## src/rtl/cdclk_chain_pkg.sv

```systemverilog
// Package: cdclk_chain_pkg
// Shared widths for the divide-and-squash chain. All derived sizes come
// from SEL_W and WAVE_W so the stage modules stay consistent.
package cdclk_chain_pkg;
    // Width of the divisor code; the divisor is 2**code.
    localparam int SEL_W  = 2;
    // Width of the squash pattern register.
    localparam int WAVE_W = 16;
    // Width needed to hold a pattern length of 1..WAVE_W.
    localparam int LEN_W  = $clog2(WAVE_W + 1);
    // Width of the pattern index.
    localparam int IDX_W  = $clog2(WAVE_W);
    // Largest divisor exponent, and the counter width that holds 2**max - 1.
    localparam int CNT_W  = (1 << SEL_W) - 1;
endpackage

```

## src/rtl/cdclk_div.sv

```systemverilog
// Module: cdclk_div
// Power-of-two pulse divider. Passes the Nth qualifying enable, where
// N = 2**code. The code is sampled into an active register only when a
// divide count completes (or in reset/bypass), so a new code never
// shortens or lengthens the period already in progress.
// Assumes: CNT_W >= 2**SEL_W - 1 so the largest count fits.
module cdclk_div #(
    parameter int SEL_W = 2,
    parameter int CNT_W = 3
) (
    input  logic             clk,
    input  logic             rst_n,
    input  logic             in_en,
    input  logic             bypass,
    input  logic [SEL_W-1:0] sel,
    output logic             out_en
);
    logic [SEL_W-1:0] cur_q;
    logic [CNT_W-1:0] cnt_q;
    logic [CNT_W:0]   span;
    logic [CNT_W-1:0] lim;
    logic             done;

    // Terminal count of the active divisor and completion detect.
    always_comb begin
        span   = (CNT_W+1)'(1) << cur_q;
        lim    = CNT_W'(span - 1'b1);
        done   = in_en && (cnt_q == lim);
        out_en = bypass ? in_en : done;
    end

    // Count qualifying pulses; reload the divisor code only at completion.
    always_ff @(posedge clk) begin
        if (!rst_n) begin
            cnt_q <= '0;
            cur_q <= sel;
        end else if (bypass) begin
            cnt_q <= '0;
            cur_q <= sel;
        end else if (in_en) begin
            if (done) begin
                cnt_q <= '0;
                cur_q <= sel;
            end else begin
                cnt_q <= cnt_q + 1'b1;
            end
        end
    end

    AST_DIV_SEL_HOLD: assert property (@(posedge clk) disable iff (!rst_n)
        (!bypass && !done) |=> $stable(cur_q));

    AST_DIV_OUT_NEEDS_IN: assert property (@(posedge clk) disable iff (!rst_n)
        out_en |-> in_en);
endmodule

```

## src/rtl/cdclk_squash.sv

```systemverilog
// Module: cdclk_squash
// Pattern-driven pulse remover. Each incoming enable consumes one bit of
// the active pattern, starting at bit 0; a 1 passes the pulse, a 0 drops
// it. The pattern and its length are captured together at the wrap point
// only. An active pattern with no ones inside its length is treated as
// illegal and the stage passes every pulse instead of stalling.
// Assumes: length code 0 or above WAVE_W means WAVE_W.
module cdclk_squash #(
    parameter int WAVE_W = 16,
    parameter int LEN_W  = 5,
    parameter int IDX_W  = 4
) (
    input  logic              clk,
    input  logic              rst_n,
    input  logic              in_en,
    input  logic              bypass,
    input  logic [WAVE_W-1:0] wave,
    input  logic [LEN_W-1:0]  len,
    output logic              out_en
);
    logic [WAVE_W-1:0] act_wave_q;
    logic [LEN_W-1:0]  act_len_q;
    logic [IDX_W-1:0]  idx_q;
    logic [LEN_W-1:0]  eff_len;
    logic [LEN_W-1:0]  last;
    logic [WAVE_W-1:0] mask;
    logic              all_zero;
    logic              wrap;

    // Decode the effective length, used-bit mask and the illegal pattern case.
    always_comb begin
        if (act_len_q == '0 || act_len_q > LEN_W'(WAVE_W))
            eff_len = LEN_W'(WAVE_W);
        else
            eff_len = act_len_q;
        last = eff_len - 1'b1;
        for (int i = 0; i < WAVE_W; i++)
            mask[i] = (LEN_W'(i) < eff_len);
        all_zero = ~|(act_wave_q & mask);
        wrap     = in_en && (LEN_W'(idx_q) == last);
        out_en   = in_en && (bypass || all_zero || act_wave_q[idx_q]);
    end

    // Step the pattern index per pulse; capture pattern and length at wrap.
    always_ff @(posedge clk) begin
        if (!rst_n || bypass) begin
            idx_q      <= '0;
            act_wave_q <= wave;
            act_len_q  <= len;
        end else if (in_en) begin
            if (wrap) begin
                idx_q      <= '0;
                act_wave_q <= wave;
                act_len_q  <= len;
            end else begin
                idx_q <= idx_q + 1'b1;
            end
        end
    end

    AST_SQ_LOAD_AT_WRAP: assert property (@(posedge clk) disable iff (!rst_n)
        (!bypass && !wrap) |=> ($stable(act_wave_q) && $stable(act_len_q)));

    AST_SQ_OUT_NEEDS_IN: assert property (@(posedge clk) disable iff (!rst_n)
        out_en |-> in_en);

    AST_SQ_IDX_RANGE: assert property (@(posedge clk) disable iff (!rst_n)
        LEN_W'(idx_q) < eff_len);
endmodule

```

## src/rtl/cdclk_half.sv

```systemverilog
// Module: cdclk_half
// Fixed divide-by-two stage. Inverts its clock-like output on every
// surviving enable and raises a one-cycle strobe on every second one,
// in the same cycle the output returns low.
// Assumes: input enables are single-cycle qualifiers of clk.
module cdclk_half (
    input  logic clk,
    input  logic rst_n,
    input  logic in_en,
    output logic clk_o,
    output logic en_o
);
    logic tog_q;
    logic en_q;

    // Toggle per surviving pulse; strobe when the toggle falls.
    always_ff @(posedge clk) begin
        if (!rst_n) begin
            tog_q <= 1'b0;
            en_q  <= 1'b0;
        end else begin
            en_q <= in_en && tog_q;
            if (in_en)
                tog_q <= ~tog_q;
        end
    end

    assign clk_o = tog_q;
    assign en_o  = en_q;

    AST_HALF_TOGGLE: assert property (@(posedge clk) disable iff (!rst_n)
        in_en |=> (tog_q != $past(tog_q)));

    AST_HALF_IDLE: assert property (@(posedge clk) disable iff (!rst_n)
        !in_en |=> ($stable(tog_q) && !en_q));
endmodule

```

## src/rtl/cdclk_chain.sv

```systemverilog
// Module: cdclk_chain
// Top of the divide-and-squash chain: divider, squasher, halver in
// series on clock enables. HAS_DIV / HAS_SQ remove a stage at
// elaboration; the bypass inputs pass a present stage through at run time.
// Assumes: ref_en_i is synchronous to clk.
module cdclk_chain
    import cdclk_chain_pkg::*;
#(
    parameter bit HAS_DIV = 1'b1,
    parameter bit HAS_SQ  = 1'b1
) (
    input  logic              clk,
    input  logic              rst_n,
    input  logic              ref_en_i,
    input  logic [SEL_W-1:0]  div_sel_i,
    input  logic              div_bypass_i,
    input  logic [WAVE_W-1:0] sq_wave_i,
    input  logic [LEN_W-1:0]  sq_len_i,
    input  logic              sq_bypass_i,
    output logic              cd_en_o,
    output logic              cd_clk_o
);
    logic div_en;
    logic sq_en;

    // Optional selectable divider stage.
    generate
        if (HAS_DIV) begin : g_div
            cdclk_div #(.SEL_W(SEL_W), .CNT_W(CNT_W)) u_div (
                .clk    (clk),
                .rst_n  (rst_n),
                .in_en  (ref_en_i),
                .bypass (div_bypass_i),
                .sel    (div_sel_i),
                .out_en (div_en)
            );
        end else begin : g_no_div
            assign div_en = ref_en_i;
        end
    endgenerate

    // Optional squasher stage.
    generate
        if (HAS_SQ) begin : g_sq
            cdclk_squash #(.WAVE_W(WAVE_W), .LEN_W(LEN_W), .IDX_W(IDX_W)) u_sq (
                .clk    (clk),
                .rst_n  (rst_n),
                .in_en  (div_en),
                .bypass (sq_bypass_i),
                .wave   (sq_wave_i),
                .len    (sq_len_i),
                .out_en (sq_en)
            );
        end else begin : g_no_sq
            assign sq_en = div_en;
        end
    endgenerate

    // Fixed halving stage, always present.
    cdclk_half u_half (
        .clk   (clk),
        .rst_n (rst_n),
        .in_en (sq_en),
        .clk_o (cd_clk_o),
        .en_o  (cd_en_o)
    );

    AST_EN_ON_FALL: assert property (@(posedge clk) disable iff (!rst_n)
        cd_en_o |-> (!cd_clk_o && $fell(cd_clk_o)));

    AST_NO_REF_NO_STROBE: assert property (@(posedge clk) disable iff (!rst_n)
        !ref_en_i |=> !cd_en_o);
endmodule

```

## config.mk

```make
export PLATFORM = sky130hd
export DESIGN_NAME = cdclk_chain
export DESIGN_NICKNAME = d
export VERILOG_FILES = /design/src/rtl/cdclk_chain_pkg.sv /design/src/rtl/cdclk_div.sv /design/src/rtl/cdclk_squash.sv /design/src/rtl/cdclk_half.sv /design/src/rtl/cdclk_chain.sv
export SDC_FILE = /design/constraint.sdc
export NUM_CORES = 1
export LEC_CHECK = 0
export ABC_AREA = 1
export BUFFER_PORTS_ARGS = -buffer_cell sky130_fd_sc_hd__buf_2
export CAP_MARGIN = 20
export CORE_UTILIZATION = 60
export DETAILED_ROUTE_END_ITERATION = 8
export PLACE_DENSITY = 0.95
export SYNTH_ARGS = -nofsm -noshare
export SYNTH_HDL_FRONTEND = slang
export SYNTH_SLANG_ARGS = --single-unit
```

## constraint.sdc

```tcl
create_clock -name clk -period 8.8 [get_ports clk]
set_input_delay 0.88 -clock clk [delete_from_list [all_inputs] [get_ports clk]]
set_output_delay 0.88 -clock clk [all_outputs]
set_load 0.02 [all_outputs]
```

==> out/metrics.yaml, run 1 <==
status: "finished, final reports clean"
synth_area_per_cell_um2: 8.60
worstPathRequired_ns: 8.75
skew_ns: 0.0111
syn_nets: 241
routed_wl_mm: 3.53
die_h_um: 56.6
io_pins: 30
antenna_cells: 0
clock_path_buffers: 2
rows: 19
finalCriticalPeriod_ns: 3.31
worst_slack_ns: 5.49
post_drt_wl_per_cell_um: 13.0
critPathArrivalTime_ns: 3.26
placed_cell_area_mm2: 0.00194
port_buffers: 29
grtUsageTotal: 0.257
drt_iter0_drc: 116
worst_setup_path_start_kind: "register"
vdd_drop_max_uv: 152
layout_common_cells: "45 x nand2_1, 29 x buf_2, 25 x nor2_1"
slowest_delay_ns: 0.59
endpoint_kind: "register"
hold_violations: 0
synth_xor_xnor_area_share: 0.0343
vias_per_cell: 5.60
fin_hold_ws_ns: 0.491
drc: 0
cts_hold_buf: 0
gp_congestion: 0.960
final_common_cell: "nand2_1"
numCtsBuffers: 5
critical_path.top_delay_family: "simple AND/OR/NAND/NOR gates"
finalCoreUtilization: 0.717
cts_resized: 0
p_leak_nw: 0.886
cp_num_buf_inv: 2
clock_latency_ns: 0.32
worst_pin_slew_ns: 0.713
clock-sinks: 32
die_w_um: 56.6
r2r-end: "g_sq.u_sq.act_wave_q[15]"
core_area_mm2: 0.00278
cts_root_buf: "clkbuf_4"
grt_max_degree: 25
slew_headroom: 0.523
regArea_um2: 871
setup.worst_path.class: "reg2reg"
yosysWarnings: 0
place_ws_ns: 5.51
fillers: 199
grt_pass1_vias: 1394
synth-compound-area-share: 0.0966
final_nets: 273
seq_area_frac_synth: 0.487
maxCapViolCount: 0
syn_to_final_growth_pct: 11.6
tritoncts: "done"
r2r_slack_ns: 5.49
grt_pass1_wl_mm: 6.13
start_util: 0.643
syn_inst: 208
synthArstFlopShare: 0
final-setup-viol-count: 0
drive_gt1_frac: 0.241
p_per_area_mw_per_mm2: 157
overflow: 0
crit_slowest_cell: "o21ai_4"
fmax_mhz: 302
hold_depth: 2
die-area_mm2: 0.00320
antenna_found_initial: 0
fin_cells: 272
synth_cell_types: 30
period_share: 0.376
cts_max_level: 2
slew_viol_final: 0
postRouteAntennaNets: 0
synth-seq-cells: 32
vias: 1524
synth_flop_cell: "edfxtp_1"
dr.pass1.iters: 7
synth_edf_count: 23
worstPathCellList: "nor2_1, nand2_1, or2_2, ha_1, inv_4, nand2_2, inv_1, ha_1, xnor2_1, nand4_1, nor2_1, nand2_2, o21ai_4"
whs_endpoint: "u_half.en_o"
worstRegToRegCells: 13
multiInputGateArea_um2: 786
min_path_type: "reg2reg"
tns_ns: 0
syn_area_mm2: 0.00179
synth_top_family_by_area: "simple AND/OR/NAND/NOR gates"
synth_mux_area_frac: 0
synth_adder_area_share: 0.0350
rr_startpoint: "g_sq.u_sq.act_len_q[2]"
placed_cells: 264
rsz0062_at_grt: "false"
synth-simple-area-share: 0.274
dpl.hpwl_mm: 2.57
p_total_uw: 313
clkSlewWorstSetupHoldPaths_ns: 0.09
critPathMaxFanout: 24
final_area_mm2: 0.00200
cts_setup_buffers: 0
worstHoldStart: "u_half.clk_o"
-- cell families after synthesis --
group                      count (synthesis)
and+or+nand+nor                          106
DFF                                       32
AOI/OAI and AO/OA                         29
buffers and inverters                     29
xor gates and xnor gates                   7
adders and majority gates                  5
-- final cells by class --
cell class                 instances  share of cell area
sequential                        32               0.436
timing repair buffer              29              0.0727
tap                               31              0.0194
clock inverter                     1             0.00188
clock buffer                       7              0.0276
multi-input combinational        147               0.394
inverter                          25              0.0483
-- worst register-to-register path: stages, from the launching register on --
cell and delay (ns):
edfxtp_1 0.46, nor2_1 0.16, nand2_1 0.08, or2_2 0.27
ha_1 0.31, inv_4 0.07, nand2_2 0.12, inv_1 0.09
ha_1 0.31, xnor2_1 0.13, nand4_1 0.10, nor2_1 0.13
nand2_2 0.09, o21ai_4 0.59
-- worst max-delay path by stage --
stage	end	start	slack, ns	cells after the start
after detailed placement	g_sq.u_sq.act_wave_q[11]	g_sq.u_sq.act_len_q[2]	5.51	13
after floorplan	g_sq.u_sq.act_len_q[0]	g_sq.u_sq.act_len_q[2]	5.77	13
after global placement	g_sq.u_sq.act_wave_q[9]	g_sq.u_sq.act_len_q[2]	5.55	13
final	g_sq.u_sq.act_wave_q[15]	g_sq.u_sq.act_len_q[2]	5.49	13
after global routing	g_sq.u_sq.act_wave_q[5]	g_sq.u_sq.act_len_q[2]	5.17	13
after CTS	g_sq.u_sq.act_wave_q[15]	g_sq.u_sq.act_len_q[2]	5.48	13
-- synth_stat cells (3+ instances only) --
cell | count | area (µm²)
nand2_1 | 45 | 169
nor2_1 | 25 | 93.8
edfxtp_1 | 23 | 691
inv_1 | 17 | 63.8
nand3_1 | 17 | 85.1
dfxtp_1 | 9 | 180
o21ai_0 | 9 | 45.0
inv_2 | 7 | 26.3
o21ai_1 | 7 | 35.0
a21oi_1 | 6 | 30.0
ha_1 | 5 | 62.6
xor2_1 | 5 | 43.8
nand2_2 | 4 | 25.0
nand4_1 | 4 | 25.0
o211ai_1 | 4 | 30.0
nand3_2 | 3 | 30.0
-- registers in the layout (all words and copies together), names as in the netlist --
name,count
g_div.u_div.cnt_q,3
g_div.u_div.cur_q,2
g_sq.u_sq.act_len_q,5
g_sq.u_sq.act_wave_q,16
g_sq.u_sq.idx_q,4
u_half.clk_o,1
u_half.en_o,1
-- per-layer routing --
metal	part of all wire	vias up	GRT usage
li1	-	752	-
met1	0.42	662	0.334
met2	0.46	88	0.408
met3	0.076	22	0.0691
met4	0.041	0	0.101
met5	0	-	0
-- power by group --
group	switching [mW]	internal (mW)	total [mW]	leakage (nW)
clock network	0.0447	0.0382	0.0829	0.0329
logic	0.0314	0.0202	0.0516	0.546
registers	0.00761	0.171	0.179	0.308
total	0.0837	0.230	0.313	0.886
Note: power is estimated with default switching activity, not from simulation.
==> run 2: changes to the inputs <==
--- a/config.mk
+++ b/config.mk
@@ -5,12 +5,12 @@
 export SDC_FILE = /design/constraint.sdc
 export NUM_CORES = 1
 export LEC_CHECK = 0
-export ABC_AREA = 1
+export ABC_AREA = 0
 export BUFFER_PORTS_ARGS = -buffer_cell sky130_fd_sc_hd__buf_2
 export CAP_MARGIN = 20
-export CORE_UTILIZATION = 60
+export CORE_UTILIZATION = 50
 export DETAILED_ROUTE_END_ITERATION = 8
-export PLACE_DENSITY = 0.95
+export PLACE_DENSITY = 0.86
 export SYNTH_ARGS = -nofsm -noshare
 export SYNTH_HDL_FRONTEND = slang
 export SYNTH_SLANG_ARGS = --single-unit
==> constraint.sdc (replaced) <==
create_clock -name clk -period 2.8 [get_ports clk]
set_input_delay 0.28 -clock clk [delete_from_list [all_inputs] [get_ports clk]]
set_output_delay 0.28 -clock clk [all_outputs]
set_load 0.02 [all_outputs]
==> out/metrics.yaml, run 2 <==
yosysTopAreaCell: "edfxtp_1"
die_w_um: 60.6  # +7.1%
dr.pass1.iters: 4  # -3
vias: 1329  # -13%
grtUsageTotal: 0.227  # -0.0304
syn_to_final_growth_pct: 27.1
slew_headroom: 0.690  # +0.167
skew_ns: 0.0136  # +0.00256 ns
synth_top_family_by_area: "compound AO/OA/AOI/OAI gates"
worstPathRequired_ns: 2.86  # -5.89 ns
grt_pass1_vias: 1296  # -7.0%
yosysWarnings: 0  # unchanged
final-setup-viol-count: 25  # +25
syn_nets: 173  # -28%
cts_root_buf: "clkbuf_4"
postRouteAntennaNets: 0  # unchanged
synth_cell_types: 45  # +50%
antenna_cells: 0  # unchanged
clock_path_buffers: 2  # unchanged
worst_pin_slew_ns: 0.465  # -0.248 ns
ys_top_cells_by_area: "edfxtp_1 40%, dfxtp_1 10%, mux4_2 3.9%"
synth-simple-area-share: 0.139  # -0.135
rr_startpoint: "g_sq.u_sq.act_len_q[1]"
rsz0062_at_grt: "true"
clock_latency_ns: 0.33  # about the same
tns_ns: -1.39  # -1.39 ns
synth-compound-area-share: 0.151  # +0.0542
fillers: 229  # +15%
clock-sinks: 32  # unchanged
synth_area_per_cell_um2: 12.3  # +43%
regArea_um2: 871  # unchanged
die_h_um: 60.6  # +7.1%
start_util: 0.545  # -0.0980
critPathArrivalTime_ns: 2.93  # -0.33 ns
r2r_slack_ns: -0.07  # -5.56 ns
slew_viol_final: 0  # unchanged
startpoint: "g_sq.u_sq.act_len_q[1]"
worstHoldStart: "sq_wave_i[2]"
finalCoreUtilization: 0.692  # -0.0250
vias_per_cell: 5.56  # -0.75%
numCtsBuffers: 5  # unchanged
violations: "negative setup slack"
rows: 20  # +1
placed_cells: 222  # -16%
p_leak_nw: 0.903  # +1.8%
critPathMaxFanout: 5  # -79%
core_area_mm2: 0.00315  # +13%
vdd_drop_max_uv: 347  # +130%
port_buffers: 29  # unchanged
syn_inst: 140  # -33%
syn_area_mm2: 0.00172  # -3.9%
maxCapViolCount: 0  # unchanged
reg_top3: "g_sq.u_sq.act_wave_q (16), g_sq.u_sq.act_len_q (5), g_sq.u_sq.idx_q (4)"
clkSlewWorstSetupHoldPaths_ns: 0.09  # about the same
layout_common_cells: "29 x buf_2, 23 x edfxtp_1, 18 x buf_4"
routed_wl_mm: 3.57  # +1.2%
seq_area_frac_synth: 0.507  # +0.0199
synth_most_common_cell: "edfxtp_1"
synth_flop_cell: "edfxtp_1"
drc: 0  # unchanged
whs_endpoint: "g_sq.u_sq.act_wave_q[2]"
overflow: 0  # unchanged
synth-seq-cells: 32  # unchanged
synth_edf_count: 23  # unchanged
hold_depth: 1  # -1
hold_violations: 0  # unchanged
drt_iter0_drc: 50  # -57%
status: "complete, but fails checks"
post_drt_wl_per_cell_um: 15.0  # +15%
cts_max_level: 2  # unchanged
final_common_cell: "buf_2"
gp_congestion: 0.821  # -15%
synth_xor_xnor_area_share: 0.0510  # +0.0167
dpl.hpwl_mm: 2.55  # -0.81%
synth_adder_area_share: 0.0364  # +0.00143
setup.worst_path.class: "reg2reg"
antenna_found_initial: 0  # unchanged
die-area_mm2: 0.00367  # +15%
multiInputGateArea_um2: 845  # +7.5%
grt_pass1_wl_mm: 5.82  # -5.2%
synth.cells.most_frequent: "23 x edfxtp_1, 10 x nor2_1, 9 x dfxtp_1, 9 x inv_1, 7 x nor2b_1"
period_share: 1.03  # +0.650
min_path_type: "in2reg"
fmax_mhz: 348  # +15%
final_nets: 227  # -17%
drive_gt1_frac: 0.415  # +0.175
synthArstFlopShare: 0  # unchanged
yosys.area.top_type_share: 0.402  # +0.0158
synth_mux_area_frac: 0.0779  # +0.0779
worst_setup_path_start_kind: "register"
tritoncts: "done"
io_pins: 30  # unchanged
fin_hold_ws_ns: 0.115  # -0.376 ns
place_ws_ns: -0.178  # -5.69 ns
r2r-end: "g_sq.u_sq.act_wave_q[6]"
finalCriticalPeriod_ns: 2.87  # -0.436 ns
fin_cells: 239  # -12%
cts_hold_buf: 0  # unchanged
top_register: "g_sq.u_sq.act_wave_q"
grt_max_degree: 12  # -52%
worst_slack_ns: -0.0722  # -5.56 ns
p_per_area_mw_per_mm2: 454  # +190%
endpoint_kind: "register"
largest_register_ffs: 16  # unchanged
worstRegToRegCells: 13  # unchanged
run 2: changes by cell type after synthesis, moves of 6 or more:
cell,previous run,this run
inv_1,17,9
inv_2,7,0
nand2_1,45,5
nand3_1,17,6
nor2_1,25,10
nor2b_1,0,7
o21ai_0,9,3
o21ai_1,7,0
run 2: layer usage:
metal / GRT usage / vias to the layer above / share of wire
met4: 0.104 / 0 / 0.016
met1: 0.265 / 631 / 0.41
met2: 0.381 / 57 / 0.51
li1: - / 635 / -
met3: 0.0725 / 6 / 0.066
met5: 0 / - / 0
run 2: kinds of logic (layout without fill, tap and decap cells):
family,after synthesis,in the layout
xor gates and xnor gates,10,10
AOI/OAI and AO/OA,29,29
muxes,8,8
buffers and inverters,13,68
and+or+nand+nor,43,43
adders and majority gates,5,5
DFF,32,32
run 2: worst max-delay path by stage:
stage               slack [ns]  cells after the start                  endpoint
floorplan                -0.24                     12    g_sq.u_sq.act_len_q[0]
global placement         -0.12                     12  g_sq.u_sq.act_wave_q[12]
detailed placement       -0.18                     12   g_sq.u_sq.act_wave_q[9]
CTS                      -0.05                     14        g_sq.u_sq.idx_q[0]
global route             -0.20                     14        g_sq.u_sq.idx_q[2]
finish                   -0.07                     13   g_sq.u_sq.act_wave_q[6]
run 2: per-stage QoR:
step                      power, mW  instance area, µm²
after floorplan               0.680                1770
final                         0.992                2180
after global placement        0.736                2040
after detailed placement      0.747                2040
after CTS                     0.993                2150
after global routing           1.04                2180
run 2: critical path, stage by stage, from the launching register on:
cell and delay, ns:
edfxtp_1 0.39, or3_4 0.39, nand2b_4 0.16, ha_4 0.24
nor2b_4 0.12, inv_2 0.05, ha_4 0.15, or3b_4 0.36
nand3_2 0.07, o211ai_1 0.09, a21oi_1 0.18, a311oi_2 0.14
buf_4 0.20, inv_4 0.08
run 2: final cells by class:
| cell class | instances | area share |
|---|---|---|
| repair inverters | 3 | 0.0109 |
| clock inverters | 1 | 0.00229 |
| clock buffers | 7 | 0.0206 |
| flip-flops and latches | 32 | 0.399 |
| inverters | 9 | 0.0218 |
| multi-input cells | 95 | 0.387 |
| repair buffers | 48 | 0.134 |
| well taps | 44 | 0.0252 |
run 2: report_power, final:
group | leakage (nW) | internal (mW) | switching [mW]
combinational | 0.566 | 0.105 | 0.0910
sequential | 0.307 | 0.538 | 0.0214
clock | 0.0293 | 0.0976 | 0.140
run 2: what timing repair did:
item                       4_1_cts  5_1_grt
pin swaps                        5        0
resized for setup                6        5
setup endpoints to repair       21       26
cloned                           2        1
setup buffers                    3        3
